`config.mk`:
```
export PLATFORM = sky130hd
export DESIGN_NAME = sdr_burst_seq
export DESIGN_NICKNAME = d
export VERILOG_FILES = /design/src/rtl/sdr_pkg.sv /design/src/rtl/sdr_burst_gen.sv /design/src/rtl/sdr_rd_pipe.sv /design/src/rtl/sdr_cell_array.sv /design/src/rtl/sdr_burst_seq.sv
export SDC_FILE = /design/constraint.sdc
export NUM_CORES = 1
export LEC_CHECK = 0
export ABC_AREA = 0
export BUFFER_PORTS_ARGS = -buffer_cell sky130_fd_sc_hd__buf_2
export CAP_MARGIN = 20
export CORE_AREA = 2 2 273 275
export DETAILED_ROUTE_END_ITERATION = 10
export DIE_AREA = 0 0 275 277
export PLACE_DENSITY = 0.71
export SYNTH_ARGS = -nofsm -noshare
export SYNTH_HDL_FRONTEND = slang
export SYNTH_SLANG_ARGS = --single-unit
```
`constraint.sdc`:
```
create_clock -name clk -period 2.85 [get_ports clk]
set_clock_uncertainty 0.2 [all_clocks]
set_input_delay 0.1425 -clock clk [delete_from_list [all_inputs] [get_ports clk]]
set_output_delay 0.1425 -clock clk [all_outputs]
set_load 0.005 [all_outputs]
```
`src/rtl/sdr_pkg.sv`:
```
package sdr_pkg;
  typedef enum logic [1:0] {
    CMD_NOP   = 2'b00,
    CMD_READ  = 2'b01,
    CMD_WRITE = 2'b10,
    CMD_RSVD  = 2'b11
  } sdr_cmd_e;
endpackage

```
`src/rtl/sdr_burst_gen.sv`:
```
// Burst column generator: holds the beat being issued and steps through the
// wrapped column sequence. A new command always reloads it.
module sdr_burst_gen #(
  parameter int BANK_W     = 2,
  parameter int LOC_W      = 4,
  parameter int BURST_LOG2 = 2
) (
  input  logic              clk,
  input  logic              rst_n,
  input  logic              start_rd_i,
  input  logic              start_wr_i,
  input  logic [BANK_W-1:0] bank_i,
  input  logic [LOC_W-1:0]  col_i,
  output logic              beat_vld_o,
  output logic              beat_wr_o,
  output logic [BANK_W-1:0] beat_bank_o,
  output logic [LOC_W-1:0]  beat_col_o
);
  localparam int CNT_W = BURST_LOG2;
  localparam logic [CNT_W-1:0] LAST_IDX = CNT_W'((1 << BURST_LOG2) - 1);
  localparam logic [CNT_W-1:0] LAST_M1  = CNT_W'((1 << BURST_LOG2) - 2);

  logic              vld_q, wr_q;
  logic [BANK_W-1:0] bank_q;
  logic [LOC_W-1:0]  col_q;
  logic [CNT_W-1:0]  left_q;

  function automatic logic [LOC_W-1:0] step_col(input logic [LOC_W-1:0] c);
    logic [LOC_W-1:0] r;
    r = c;
    r[BURST_LOG2-1:0] = c[BURST_LOG2-1:0] + 1'b1;
    return r;
  endfunction

  always_ff @(posedge clk or negedge rst_n) begin
    if (!rst_n) begin
      vld_q  <= 1'b0;
      wr_q   <= 1'b0;
      bank_q <= '0;
      col_q  <= '0;
      left_q <= '0;
    end else if (start_rd_i) begin
      vld_q  <= 1'b1;
      wr_q   <= 1'b0;
      bank_q <= bank_i;
      col_q  <= col_i;
      left_q <= LAST_IDX;
    end else if (start_wr_i) begin
      // beat 0 is stored directly at the command edge; hold beat 1 next
      vld_q  <= 1'b1;
      wr_q   <= 1'b1;
      bank_q <= bank_i;
      col_q  <= step_col(col_i);
      left_q <= LAST_M1;
    end else if (vld_q) begin
      if (left_q == '0) begin
        vld_q <= 1'b0;
      end else begin
        left_q <= left_q - 1'b1;
        col_q  <= step_col(col_q);
      end
    end
  end

  assign beat_vld_o  = vld_q;
  assign beat_wr_o   = wr_q;
  assign beat_bank_o = bank_q;
  assign beat_col_o  = col_q;
endmodule

```
`src/rtl/sdr_rd_pipe.sv`:
```
// Delay line that sets the read latency; a write flushes every stage.
module sdr_rd_pipe #(
  parameter int BANK_W  = 2,
  parameter int LOC_W   = 4,
  parameter int CAS_LAT = 3
) (
  input  logic              clk,
  input  logic              rst_n,
  input  logic              flush_i,
  input  logic              in_vld_i,
  input  logic [BANK_W-1:0] in_bank_i,
  input  logic [LOC_W-1:0]  in_col_i,
  output logic              out_vld_o,
  output logic [BANK_W-1:0] out_bank_o,
  output logic [LOC_W-1:0]  out_col_o
);
  // generator and output register account for two clocks of the latency
  localparam int DEPTH = CAS_LAT - 2;

  generate
    if (DEPTH == 0) begin : g_direct
      assign out_vld_o  = in_vld_i;
      assign out_bank_o = in_bank_i;
      assign out_col_o  = in_col_i;
    end else begin : g_delay
      logic [DEPTH-1:0]  vld_q;
      logic [BANK_W-1:0] bank_q [DEPTH];
      logic [LOC_W-1:0]  col_q  [DEPTH];

      always_ff @(posedge clk or negedge rst_n) begin
        if (!rst_n) begin
          vld_q <= '0;
        end else if (flush_i) begin
          vld_q <= '0;
        end else begin
          vld_q[0] <= in_vld_i;
          for (int s = 1; s < DEPTH; s++) vld_q[s] <= vld_q[s-1];
        end
      end

      always_ff @(posedge clk) begin
        bank_q[0] <= in_bank_i;
        col_q[0]  <= in_col_i;
        for (int s = 1; s < DEPTH; s++) begin
          bank_q[s] <= bank_q[s-1];
          col_q[s]  <= col_q[s-1];
        end
      end

      assign out_vld_o  = vld_q[DEPTH-1];
      assign out_bank_o = bank_q[DEPTH-1];
      assign out_col_o  = col_q[DEPTH-1];
    end
  endgenerate
endmodule

```
`src/rtl/sdr_cell_array.sv`:
```
// Register array standing in for the memory cells: one write port, one
// combinational read port.
module sdr_cell_array #(
  parameter int BANK_W  = 2,
  parameter int LOC_W   = 4,
  parameter int DATA_W  = 16
) (
  input  logic                    clk,
  input  logic                    we_i,
  input  logic [BANK_W+LOC_W-1:0] waddr_i,
  input  logic [DATA_W-1:0]       wdata_i,
  input  logic [BANK_W+LOC_W-1:0] raddr_i,
  output logic [DATA_W-1:0]       rdata_o
);
  localparam int WORDS = 1 << (BANK_W + LOC_W);

  logic [DATA_W-1:0] mem [WORDS];

  always_ff @(posedge clk) begin
    if (we_i) mem[waddr_i] <= wdata_i;
  end

  assign rdata_o = mem[raddr_i];
endmodule

```
`src/rtl/sdr_burst_seq.sv`:
```
module sdr_burst_seq
  import sdr_pkg::*;
#(
  parameter int BANK_W     = 2,
  parameter int COL_W      = 10,
  parameter int DATA_W     = 16,
  parameter int STORE_W    = 4,   // column bits that index storage
  parameter int BURST_LOG2 = 2,
  parameter int CAS_LAT    = 3    // must be 2 or more
) (
  input  logic              clk,
  input  logic              rst_n,
  input  logic [1:0]        cmd_i,
  input  logic [BANK_W-1:0] bank_i,
  input  logic [COL_W-1:0]  col_i,
  input  logic              dqm_i,
  input  logic [DATA_W-1:0] wdata_i,
  output logic [DATA_W-1:0] rdata_o,
  output logic              rdata_oe_o
);
  localparam int ADDR_W = BANK_W + STORE_W;

  logic               is_rd, is_wr;
  logic               g_vld, g_wr;
  logic [BANK_W-1:0]  g_bank;
  logic [STORE_W-1:0] g_col;
  logic               p_vld;
  logic [BANK_W-1:0]  p_bank;
  logic [STORE_W-1:0] p_col;
  logic               we;
  logic [ADDR_W-1:0]  waddr;
  logic [DATA_W-1:0]  cell_rd;
  logic               dqm_q;

  // codes 00 and 11 fall through as no-operation
  assign is_rd = (cmd_i == CMD_READ);
  assign is_wr = (cmd_i == CMD_WRITE);

  generate
    if (STORE_W < COL_W) begin : g_fold
      logic unused_col_hi;
      assign unused_col_hi = ^col_i[COL_W-1:STORE_W];
    end
  endgenerate

  sdr_burst_gen #(
    .BANK_W(BANK_W), .LOC_W(STORE_W), .BURST_LOG2(BURST_LOG2)
  ) u_gen (
    .clk(clk), .rst_n(rst_n),
    .start_rd_i(is_rd), .start_wr_i(is_wr),
    .bank_i(bank_i), .col_i(col_i[STORE_W-1:0]),
    .beat_vld_o(g_vld), .beat_wr_o(g_wr),
    .beat_bank_o(g_bank), .beat_col_o(g_col)
  );

  sdr_rd_pipe #(
    .BANK_W(BANK_W), .LOC_W(STORE_W), .CAS_LAT(CAS_LAT)
  ) u_pipe (
    .clk(clk), .rst_n(rst_n), .flush_i(is_wr),
    .in_vld_i(g_vld && !g_wr), .in_bank_i(g_bank), .in_col_i(g_col),
    .out_vld_o(p_vld), .out_bank_o(p_bank), .out_col_o(p_col)
  );

  // Write port: a new write takes beat 0 now; a burst beat is stored
  // only if no new command arrives on its edge; mask drops it.
  always_comb begin
    we    = 1'b0;
    waddr = {bank_i, col_i[STORE_W-1:0]};
    if (is_wr) begin
      we = !dqm_i;
    end else if (!is_rd && g_vld && g_wr) begin
      we    = !dqm_i;
      waddr = {g_bank, g_col};
    end
  end

  sdr_cell_array #(
    .BANK_W(BANK_W), .LOC_W(STORE_W), .DATA_W(DATA_W)
  ) u_cells (
    .clk(clk), .we_i(we), .waddr_i(waddr), .wdata_i(wdata_i),
    .raddr_i({p_bank, p_col}), .rdata_o(cell_rd)
  );

  // Output register; mask applies one edge after it is sampled
  always_ff @(posedge clk or negedge rst_n) begin
    if (!rst_n) begin
      dqm_q      <= 1'b0;
      rdata_oe_o <= 1'b0;
      rdata_o    <= '0;
    end else begin
      dqm_q <= dqm_i;
      if (p_vld && !dqm_q) begin
        rdata_oe_o <= 1'b1;
        rdata_o    <= cell_rd;
      end else begin
        rdata_oe_o <= 1'b0;
        rdata_o    <= '0;
      end
    end
  end
endmodule

```
==> flow_summary.json, run 1 <==
{
  "cts.sink_count": 1059,
  "ys_types": 46,
  "port_buffers": 43,
  "vias_per_cell": 6.348,
  "fmax_ghz": 0.3548,
  "relSlewSlack": 0.2751,
  "crit_fanout": 21,
  "synthesis.area_um2": 40610,
  "syn_to_final_growth_pct": 18.25,
  "syn_inst": 1834,
  "cts_tree": "built",
  "synth-seq-cells": 1059,
  "grt_pass1_vias": 20700,
  "fin_area_um2": 48020,
  "grt_overflow": 0,
  "final-hold-violation-count": 7,
  "rrSetupSlack_ps": 30,
  "root_buffer": "clkbuf_16",
  "slowest_delay_ps": 560,
  "utilization": 0.6528,
  "grt_usage": 0.2595,
  "fp-row-count": 100,
  "layout_commonest_cell": "edfxtp_1",
  "final.setup.tns_ps": 0,
  "tightest_slew_ps": 1087,
  "cts_buffers": 101,
  "path_common_cell": "buf_12",
  "start_util": 0.5520,
  "core_area_um2": 73570,
  "ios": 50,
  "grt_max_degree": 65,
  "yosysSeqAreaShare": 0.7780,
  "status": "complete, but fails checks",
  "p_leak_nw": 15.68,
  "worst_hold_slack_ps": -23.39,
  "max_cap_violations": 0,
  "fillerInstances": 4744,
  "period_minus_slack_ps": 2819,
  "die_w_um": 275,
  "hp-class": "input pin to register",
  "post_dp_cell_area_um2": 44200,
  "ir_worst_vdd_mv": 0.6672,
  "cts_max_path_buffers": 3,
  "dp_hpwl_um": 60390,
  "async_reset_ff_frac": 0.02738,
  "ant_nets": 0,
  "htreeDepth": 3,
  "path_class": "register to register",
  "synth.avg_cell_area_um2": 22.14,
  "preCtsSetupSlack_ps": -338.9,
  "grt_antenna_before_repair": 7,
  "cp_data_arrival_time_ps": 3120,
  "die_area_um2": 76180,
  "wire_per_inst_um": 30.26,
  "violations": "negative hold slack",
  "grt_pass1_wl_um": 141100,
  "drc_errors": 0,
  "synth-edff-count": 1024,
  "cp_cell_sequence": "buf_12 > buf_12 > mux4_2 > mux2_2 > nand2_1 > nand3_1 > a22o_1",
  "drt_pass1_iterations": 6,
  "num_vias": 20310,
  "timing.rr.end": "rdata_o[13]$_DFF_PN0_",
  "regToRegStartpoint": "u_pipe.g_delay.col_q[0][0]$_DFF_P_",
  "clk_latency_ps": 670,
  "setup_ws_ps": 31.31,
  "setup_violations": 0,
  "p_total_mw": 39.66,
  "cp-endpoint": "rdata_o[13]$_DFF_PN0_",
  "nets": 2188,
  "synth.net_count": 1870,
  "final_layout_size_suffix_gt1_frac": 0.3375,
  "startpoint": "u_pipe.g_delay.col_q[0][0]$_DFF_P_",
  "yosys_warnings": 0,
  "synthFlopType": "edfxtp_1",
  "startpoint_type": "register",
  "power_density_nw_per_um2": 825.8,
  "place.gp.congestion": 0.9005,
  "holdPathStages": 2,
  "rr_worst_depth": 7,
  "fin_crit_sh": 0.9890,
  "cp_slowest_cell": "mux4_2",
  "finalMaxSlewViolations": 0,
  "die_h_um": 277,
  "drt_iter0_drc": 2554,
  "clkTransAtPathRegs_ps": 60,
  "mostFrequentLayoutCells": "edfxtp_1, mux4_2, buf_4",
  "endpoint_kind": "register",
  "cp.required_ps": 3150,
  "drt-total-wl_um": 96820
}
area by class of cell:
class / count / area, µm² / area share
timing repair buffer: 315 / 3390 / 0.07058
tap: 969 / 1212 / 0.02525
clock buffer: 119 / 2699 / 0.05620
multi-input combinational: 670 / 8578 / 0.1786
inverter: 5 / 18.77 / 0.0003908
antenna: 2 / 5.005 / 0.0001042
sequential: 1059 / 31610 / 0.6582
clock inverter: 60 / 514.2 / 0.01071
sequential cells by signal, indices dropped and copies added, names as in the netlist:
name and flops:
dqm_q 1, rdata_o 16, rdata_oe_o 1, u_cells.mem 1024, u_gen.beat_bank_o 2, u_gen.beat_col_o 4
u_gen.beat_vld_o 1, u_gen.beat_wr_o 1, u_gen.left_q 2, u_pipe.g_delay.bank_q 2, u_pipe.g_delay.col_q 4, u_pipe.out_vld_o 1
worst min path at each step:
stage,start,end
CTS,wdata_i[1],u_cells.mem[28][1]$_DFFE_PP_
finish,wdata_i[0],u_cells.mem[28][0]$_DFFE_PP_
global placement,rst_n,rdata_o[3]$_DFF_PN0_
detailed placement,dqm_i,dqm_q$_DFF_PN0_
floorplan,rst_n,dqm_q$_DFF_PN0_
global route,wdata_i[0],u_cells.mem[28][0]$_DFFE_PP_
Yosys cell counts, drive strengths merged (5+ instances only):
master	number	area, µm²
clkbuf	28	105.1
dfrtp	29	725.7
nand2	34	127.6
buf	72	501.7
nor2b	9	56.30
nand3	14	70.07
dfxtp	6	120.1
a22o	15	131.4
nand2b	6	37.54
inv	5	18.77
o211ai	10	75.07
mux2i	78	780.8
o21ai	26	130.1
o221ai	23	201.4
a22oi	5	37.54
a21oi	30	150.1
nor2	77	289.0
a211oi	17	127.6
a221oi	8	70.07
mux2	18	202.7
o22ai	31	193.9
mux4	243	5480
edfxtp	1024	30750
routing by layer:
layer  vias up  GRT usage  routed length (µm)
met4         0    0.07900                2543
li1       8406          -                   -
met3       132    0.04353                7978
met1     10780     0.3784               39000
met5         -          0                   0
met2       988     0.4090               47300
worst max-delay path, delay by kind of cell, from the launching register on:
family / cells / cell delay [ps]
AOI/OAI and AO/OA: 1 / 400
buffers and inverters: 2 / 340
DFF: 1 / 520
muxes: 2 / 840
and+or+nand+nor: 2 / 320
repair_timing:
action,4_1_cts,5_1_grt
endpoints found under the hold margin,446,0
pin swaps,1,5
setup buffers,6,3
resized for setup,6,42
endpoints found under the setup margin,546,655
cloned,0,2
hold buffers,32,0
where the power goes:
part           switching [mW]  total, mW  internal [mW]  leakage, nW
Clock                    5.59       13.0           7.38         1.56
Combinational            4.66       9.15           4.49         4.49
Sequential              0.220       17.5           17.3         9.63
through the flow:
| stage | std cells | hold slack (ps) |
|---|---|---|
| CTS | 3192 | 7.719 |
| finish | 3199 | -23.39 |
| detailed placement | 2975 | 83.10 |
| floorplan | 1834 | -353.1 |
| global placement | 2975 | 62.27 |
| global route | 3197 | 21.74 |
logic make-up (layout without fill, tap and decap cells):
family,count (synthesis),in the layout,share of synthesized area
other,0,2,0
multiplexers,339,339,0.1592
AND/OR/NAND/NOR,151,151,0.01673
adder cells (fa/ha/maj),3,3,0.0009243
AO/OA/AOI/OAI,177,177,0.02982
buffers and inverters,105,499,0.01540
flip-flops,1059,1059,0.7780
Power figures use the tool's default switching activity.
==> inputs of run 2 (changes only) <==
--- a/config.mk
+++ b/config.mk
@@ -8,10 +8,10 @@
 export ABC_AREA = 0
 export BUFFER_PORTS_ARGS = -buffer_cell sky130_fd_sc_hd__buf_2
 export CAP_MARGIN = 20
-export CORE_AREA = 2 2 273 275
+export CORE_AREA = 2 2 264 266
 export DETAILED_ROUTE_END_ITERATION = 10
-export DIE_AREA = 0 0 275 277
-export PLACE_DENSITY = 0.71
+export DIE_AREA = 0 0 266 268
+export PLACE_DENSITY = 0.73
 export SYNTH_ARGS = -nofsm -noshare
 export SYNTH_HDL_FRONTEND = slang
 export SYNTH_SLANG_ARGS = --single-unit
==> constraint.sdc (replaced) <==
create_clock -name clk -period 3.51 [get_ports clk]
set_clock_uncertainty 0.2 [all_clocks]
set_input_delay 0.1755 -clock clk [delete_from_list [all_inputs] [get_ports clk]]
set_output_delay 0.1755 -clock clk [all_outputs]
set_load 0.005 [all_outputs]
==> run 2 against run 1 <==
Against the previous run:
- the run now ends clean
- largest power group unchanged
- critical path type is now input pin to register
- sequential share of layout area rose by 2.5 points
- wire length fell by 2.5%
- global-route usage rose by 1.2 points
- flip-flop and latch count did not move
- final area fell by 3.6%
- power fell by 21%
- critical path depth rose by 3
- clock power fell by 21%
- die area fell by 6.4%
==> flow_summary.json, run 2 (same netlist as run 1, synthesis figures left out) <==
{
  "post_dp_cell_area_um2": 42660,
  "root_buffer": "clkbuf_16",
  "rrSetupSlack_ps": 400,
  "fp-row-count": 96,
  "cp_data_arrival_time_ps": 3400,
  "dp_hpwl_um": 56890,
  "p_total_mw": 31.46,
  "top_regs": "u_cells.mem (1024), rdata_o (16)",
  "grt_use_met3": 0.05599,
  "cts.sink_count": 1059,
  "drt_iter0_drc": 2729,
  "relSlewSlack": 0.2670,
  "vias_per_cell": 6.566,
  "htreeDepth": 3,
  "layout_commonest_cell": "edfxtp_1",
  "setup_violations": 0,
  "fillerInstances": 4185,
  "final-hold-violation-count": 0,
  "drt_pass1_iterations": 5,
  "cts_max_path_buffers": 3,
  "grt_pass1_vias": 20170,
  "postCtsSetupRepairBufs": 0,
  "die_h_um": 268,
  "num_vias": 19930,
  "die_area_um2": 71290,
  "largest-register": "u_cells.mem",
  "worst_hold_slack_ps": 57.71,
  "cp.required_ps": 3640,
  "final_layout_size_suffix_gt1_frac": 0.2830,
  "grt_pass1_wl_um": 136900,
  "status": "complete, no violations",
  "core_area_um2": 68230,
  "wire_per_inst_um": 31.11,
  "nets": 2106,
  "largest_reg_flops": 1024,
  "endpoint_kind": "register",
  "use_met1": 0.3806,
  "ios": 50,
  "p_leak_nw": 15.07,
  "ir_worst_vdd_mv": 0.4711,
  "hp-class": "input pin to register",
  "utilization": 0.6784,
  "die_w_um": 266,
  "startpoint_type": "input pin",
  "cts_tree": "built",
  "ant_nets": 0,
  "path_class": "input pin to register",
  "place.gp.congestion": 0.8816,
  "power_density_nw_per_um2": 679.7,
  "drt-total-wl_um": 94430,
  "cts_buffers": 100,
  "grt_usage": 0.2715,
  "syn_to_final_growth_pct": 13.97,
  "tightest_slew_ps": 1100,
  "fin_area_um2": 46290,
  "period_minus_slack_ps": 3277,
  "start_util": 0.5953,
  "top_usage_layer": "met2",
  "rsz0062_at_grt": "no",
  "final.setup.tns_ps": 0,
  "grtUsageMet2": 0.4379,
  "grt_max_degree": 75,
  "max_cap_violations": 0,
  "fin_crit_sh": 0.9336,
  "clk_latency_ps": 660,
  "grt_antenna_before_repair": 2,
  "crit_fanout": 18,
  "drc_errors": 0,
  "mostFrequentLayoutCells": "edfxtp_1, mux4_2, buf_4",
  "grt_overflow": 0,
  "finalMaxSlewViolations": 0,
  "port_buffers": 43,
  "fmax_ghz": 0.3052,
  "clkTransAtPathRegs_ps": 60
}
==> run 2: changes by cell type in the layout (fill, tap and decap cells not counted), moves of 9 or more <==
cell	delta
buf_12	-52
buf_6	-9
clkbuf_1	+16
nor2_2	-35
buf_4	-18
nor2_1	+43
==> run 2: final timing paths <==
| kind | from | endpoint | cells after the start |
|---|---|---|---|
| max | cmd_i[0] | u_cells.mem[12][13]$_DFFE_PP_ | 10 |
| min | wdata_i[3] | u_cells.mem[62][3]$_DFFE_PP_ | 1 |
| max reg2reg | u_gen.beat_vld_o$_DFF_PN0_ | u_cells.mem[12][13]$_DFFE_PP_ | 7 |
| min reg2reg | u_gen.beat_bank_o[1]$_DFFE_PN0N_ | u_pipe.g_delay.bank_q[0][1]$_DFF_P_ | 0 |
| max in group asynchronous | rst_n | rdata_o[14]$_DFF_PN0_ | 4 |
| min in group asynchronous | rst_n | rdata_o[3]$_DFF_PN0_ | 4 |
==> run 2: report_power, final <==
group	switching [mW]	internal, mW	total (mW)
logic	3.60	3.29	6.89
registers	0.219	14.1	14.3
clock network	4.50	5.80	10.3
total	8.32	23.1	31.5
==> run 2: cell type report <==
class	count	area (µm²)	share of cell area
clock inverter	53	434.2	0.009380
inverter	5	18.77	0.0004055
sequential	1059	31610	0.6829
timing repair buffer	234	2054	0.04439
clock buffer	131	2670	0.05769
multi-input combinational	670	8396	0.1814
tap	882	1104	0.02384
antenna	1	2.502	0.00005406
==> run 2: worst max-delay path, stage by stage <==
cell	delay [ps]
dlygate4sd3_1	530
buf_2	130
ha_1	320
nor4bb_4	350
buf_4	290
mux2_2	370
nor2_1	190
nand2_1	450
nor2_1	260
buf_4	310
==> run 2: repair_timing <==
action	in CTS	in global routing
endpoints found under the hold margin	164	397
gates resized for setup	0	1
hold buffers	24	9
endpoints found under the setup margin	0	2
==> run 2: layer usage <==
metal / routed length [µm] / up-vias
met2: 46520 / 1122
met5: 0 / -
met1: 36130 / 10440
li1: - / 8217
met3: 9222 / 150
met4: 2565 / 0
==> run 2: through the flow <==
stage,cells,setup WS [ps]
after floorplan,1834,429.0
after global placement,2808,222.4
after detailed placement,2808,179.7
after CTS,3016,290.0
after global routing,3034,130.8
final,3035,233.2
==> inputs of run 3 (changes only) <==
--- a/config.mk
+++ b/config.mk
@@ -5,12 +5,12 @@
 export SDC_FILE = /design/constraint.sdc
 export NUM_CORES = 1
 export LEC_CHECK = 0
-export ABC_AREA = 0
+export ABC_AREA = 1
 export BUFFER_PORTS_ARGS = -buffer_cell sky130_fd_sc_hd__buf_2
 export CAP_MARGIN = 20
-export CORE_AREA = 2 2 264 266
+export CORE_AREA = 2 2 270 272
 export DETAILED_ROUTE_END_ITERATION = 10
-export DIE_AREA = 0 0 266 268
+export DIE_AREA = 0 0 272 274
 export PLACE_DENSITY = 0.73
 export SYNTH_ARGS = -nofsm -noshare
 export SYNTH_HDL_FRONTEND = slang
==> run 3 against run 2 <==
Against the previous run:
- setup slack got worse by 160 ps
- sequential share of layout area shrank 2.8 points
- synthesized cell count grew 97%
- flip-flop and latch count stayed put
- first-iteration DRC count is 29% higher
- hold slack got worse by 15 ps
- core utilization shrank 0.77 points
- power grew 13%
- critical endpoint is now u_cells.mem[41][8]$_DFFE_PP_
- largest power group unchanged
==> flow_summary.json, run 3 <==
{
  "status": "complete, no violations",
  "synth.avg_cell_area_um2": 11.83,
  "core_area_um2": 71970,
  "max_cap_violations": 0,
  "grt_usage": 0.2825,
  "cts_buffers": 102,
  "final_cells": 4750,
  "drc_errors": 0,
  "yosysTopAreaCellShare": 0.7213,
  "finalMaxSlewViolations": 0,
  "power_density_nw_per_um2": 737.4,
  "fillerInstances": 5000,
  "final-hold-violation-count": 0,
  "vias_per_cell": 5.891,
  "clkTransAtPathRegs_ps": 60,
  "mostFrequentLayoutCells": "nand2_1, edfxtp_1, nand3_1",
  "preCtsSetupSlack_ps": 362.9,
  "cts_tree": "built",
  "grt_antenna_before_repair": 2,
  "drt_iter0_drc": 3528,
  "dp_hpwl_um": 60980,
  "port_buffers": 43,
  "wire_per_inst_um": 22.17,
  "yosysMostFrequentCell": "nand2_1",
  "clk_latency_ps": 670,
  "holdPathStages": 1,
  "root_buffer": "clkbuf_16",
  "grt_pass1_wl_um": 157100,
  "place.gp.congestion": 0.8705,
  "crit_fanout": 16,
  "hp-class": "input pin to register",
  "cts.sink_count": 1059,
  "grt_pass1_vias": 26320,
  "nets": 3741,
  "largest_reg_flops": 1024,
  "period_minus_slack_ps": 3437,
  "register_area_um2": 31610,
  "power_switching_mw": 12.09,
  "syn_to_final_growth_pct": 13.24,
  "yosys_warnings": 0,
  "relSlewSlack": 0.2565,
  "layout_commonest_cell": "nand2_1",
  "synthTopCellsByArea": "edfxtp_1, nand2_1, nand3_1",
  "ys_types": 30,
  "syn_inst": 3604,
  "ios": 50,
  "fin_crit_sh": 0.9791,
  "ir_worst_vdd_mv": 0.5561,
  "die_h_um": 274,
  "htreeDepth": 3,
  "ant_nets": 0,
  "synth-seq-cells": 1059,
  "yosysTopAreaCell": "edfxtp_1",
  "grt_max_degree": 138,
  "rsz0062_at_grt": "yes",
  "synth.net_count": 3640,
  "synthFlopType": "edfxtp_1",
  "rr_worst_depth": 10,
  "grt_overflow": 0,
  "multi_input_area_um2": 10010,
  "die_area_um2": 74530,
  "start_util": 0.5924,
  "endpoint_kind": "register",
  "postCtsSetupRepairBufs": 0,
  "switching_share": 0.3396,
  "cts_max_path_buffers": 3,
  "yosysSeqAreaShare": 0.7411,
  "startpoint_type": "input pin",
  "fmax_ghz": 0.2910,
  "post_dp_cell_area_um2": 44510,
  "clkPwrFrac": 0.311,
  "pwr-share-comb": 0.287,
  "tightest_slew_ps": 1115,
  "path_class": "input pin to register",
  "final_layout_size_suffix_gt1_frac": 0.09971,
  "cp.required_ps": 3650,
  "worst_hold_slack_ps": 42.90,
  "top_regs": "u_cells.mem (1024), rdata_o (16)",
  "drt_pass1_iterations": 6,
  "antenna_cells": 0,
  "setup_violations": 0,
  "dp_cells": 4527,
  "seqPwrFrac": 0.402,
  "fp-row-count": 99,
  "async_reset_ff_frac": 0.02738,
  "num_vias": 27980,
  "fin_area_um2": 48280,
  "p_int_mw": 23.51,
  "die_w_um": 272,
  "synth-edff-count": 1024,
  "setup_ws_ps": 73.37,
  "utilization": 0.6708,
  "synth_commonest_cells": "nand2_1, edfxtp_1, nand3_1, buf_2, clkbuf_1",
  "largest-register": "u_cells.mem",
  "synthesis.area_um2": 42630,
  "drt-total-wl_um": 105300,
  "cp_data_arrival_time_ps": 3580,
  "p_leak_nw": 17.69
}
==> run 3: cells by family (layout without fill, tap and decap cells) <==
logic type	count (synthesis)	in the layout	share of synthesized area
AOI/OAI and AO/OA	37	37	0.005459
xor gates and xnor gates	1	1	0.0002055
adders and majority gates	3	3	0.0008806
buffers and inverters	252	439	0.02592
DFF	1059	1059	0.7411
and+or+nand+nor	2252	2252	0.2264
==> run 3: worst max-delay path: stages <==
cell	delay (ps)
dlygate4sd3_1	540
buf_2	130
ha_1	200
dlygate4sd3_1	600
nor2_2	230
nand3_4	210
buf_4	220
nand2_1	70
o21ai_2	110
inv_1	200
nand3_2	290
nor4_2	250
buf_4	320
==> run 3: worst paths after layout <==
check,from,end,slack [ps]
hold / removal,wdata_i[13],u_cells.mem[53][13]$_DFFE_PP_,40
setup reg to reg,u_pipe.g_delay.col_q[0][0]$_DFF_P_,rdata_o[8]$_DFF_PN0_,520
min in group asynchronous,rst_n,u_gen.beat_col_o[1]$_DFFE_PN0P_,330
hold reg to reg,u_gen.beat_col_o[2]$_DFFE_PN0N_,u_pipe.g_delay.col_q[0][2]$_DFF_P_,170
max in group asynchronous,rst_n,rdata_o[4]$_DFF_PN0_,2570
setup / recovery,cmd_i[0],u_cells.mem[41][8]$_DFFE_PP_,70
==> run 3: area by class of cell <==
cell class                      count  area share
Clock buffer                      137     0.05902
Clock inverter                     53     0.01125
Inverter                           28    0.002540
Multi-Input combinational cell   2293      0.2073
Sequential cell                  1059      0.6547
Tap cell                          959     0.02486
Timing Repair Buffer              221     0.04033
==> run 3: timing repair <==
item                                    4_1_cts  5_1_grt
hold buffers                                 32        0
endpoints found under the setup margin        0      766
gates resized for setup                       0        6
hold endpoints to repair                    381        0
==> run 3: power by group through the flow <==
stage / clock, mW / combinational (mW) / sequential, mW
global placement: 0 / 9.84 / 14.5
floorplan: 0 / 6.79 / 14.4
detailed placement: 0 / 10.0 / 14.6
CTS: 11.1 / 10.1 / 14.3
global route: 11.7 / 11.2 / 14.3
finish: 11.1 / 10.2 / 14.3
==> run 3: metal layers <==
layer / wire length [µm] / share of wire / vias up / global-route usage
li1: - / - / 12880 / -
met1: 41570 / 0.39 / 13460 / 0.3954
met2: 50410 / 0.48 / 1439 / 0.4517
met3: 9651 / 0.092 / 203 / 0.04274
met4: 3674 / 0.035 / 2 / 0.1129
met5: 12 / 0.00011 / - / 0
==> run 3: through the flow <==
step / power (mW) / setup TNS (ps)
after floorplan: 21.18 / -5222
after global placement: 24.38 / 0
after detailed placement: 24.58 / 0
after CTS: 35.57 / 0
after global routing: 37.19 / -206.3
final: 35.60 / 0
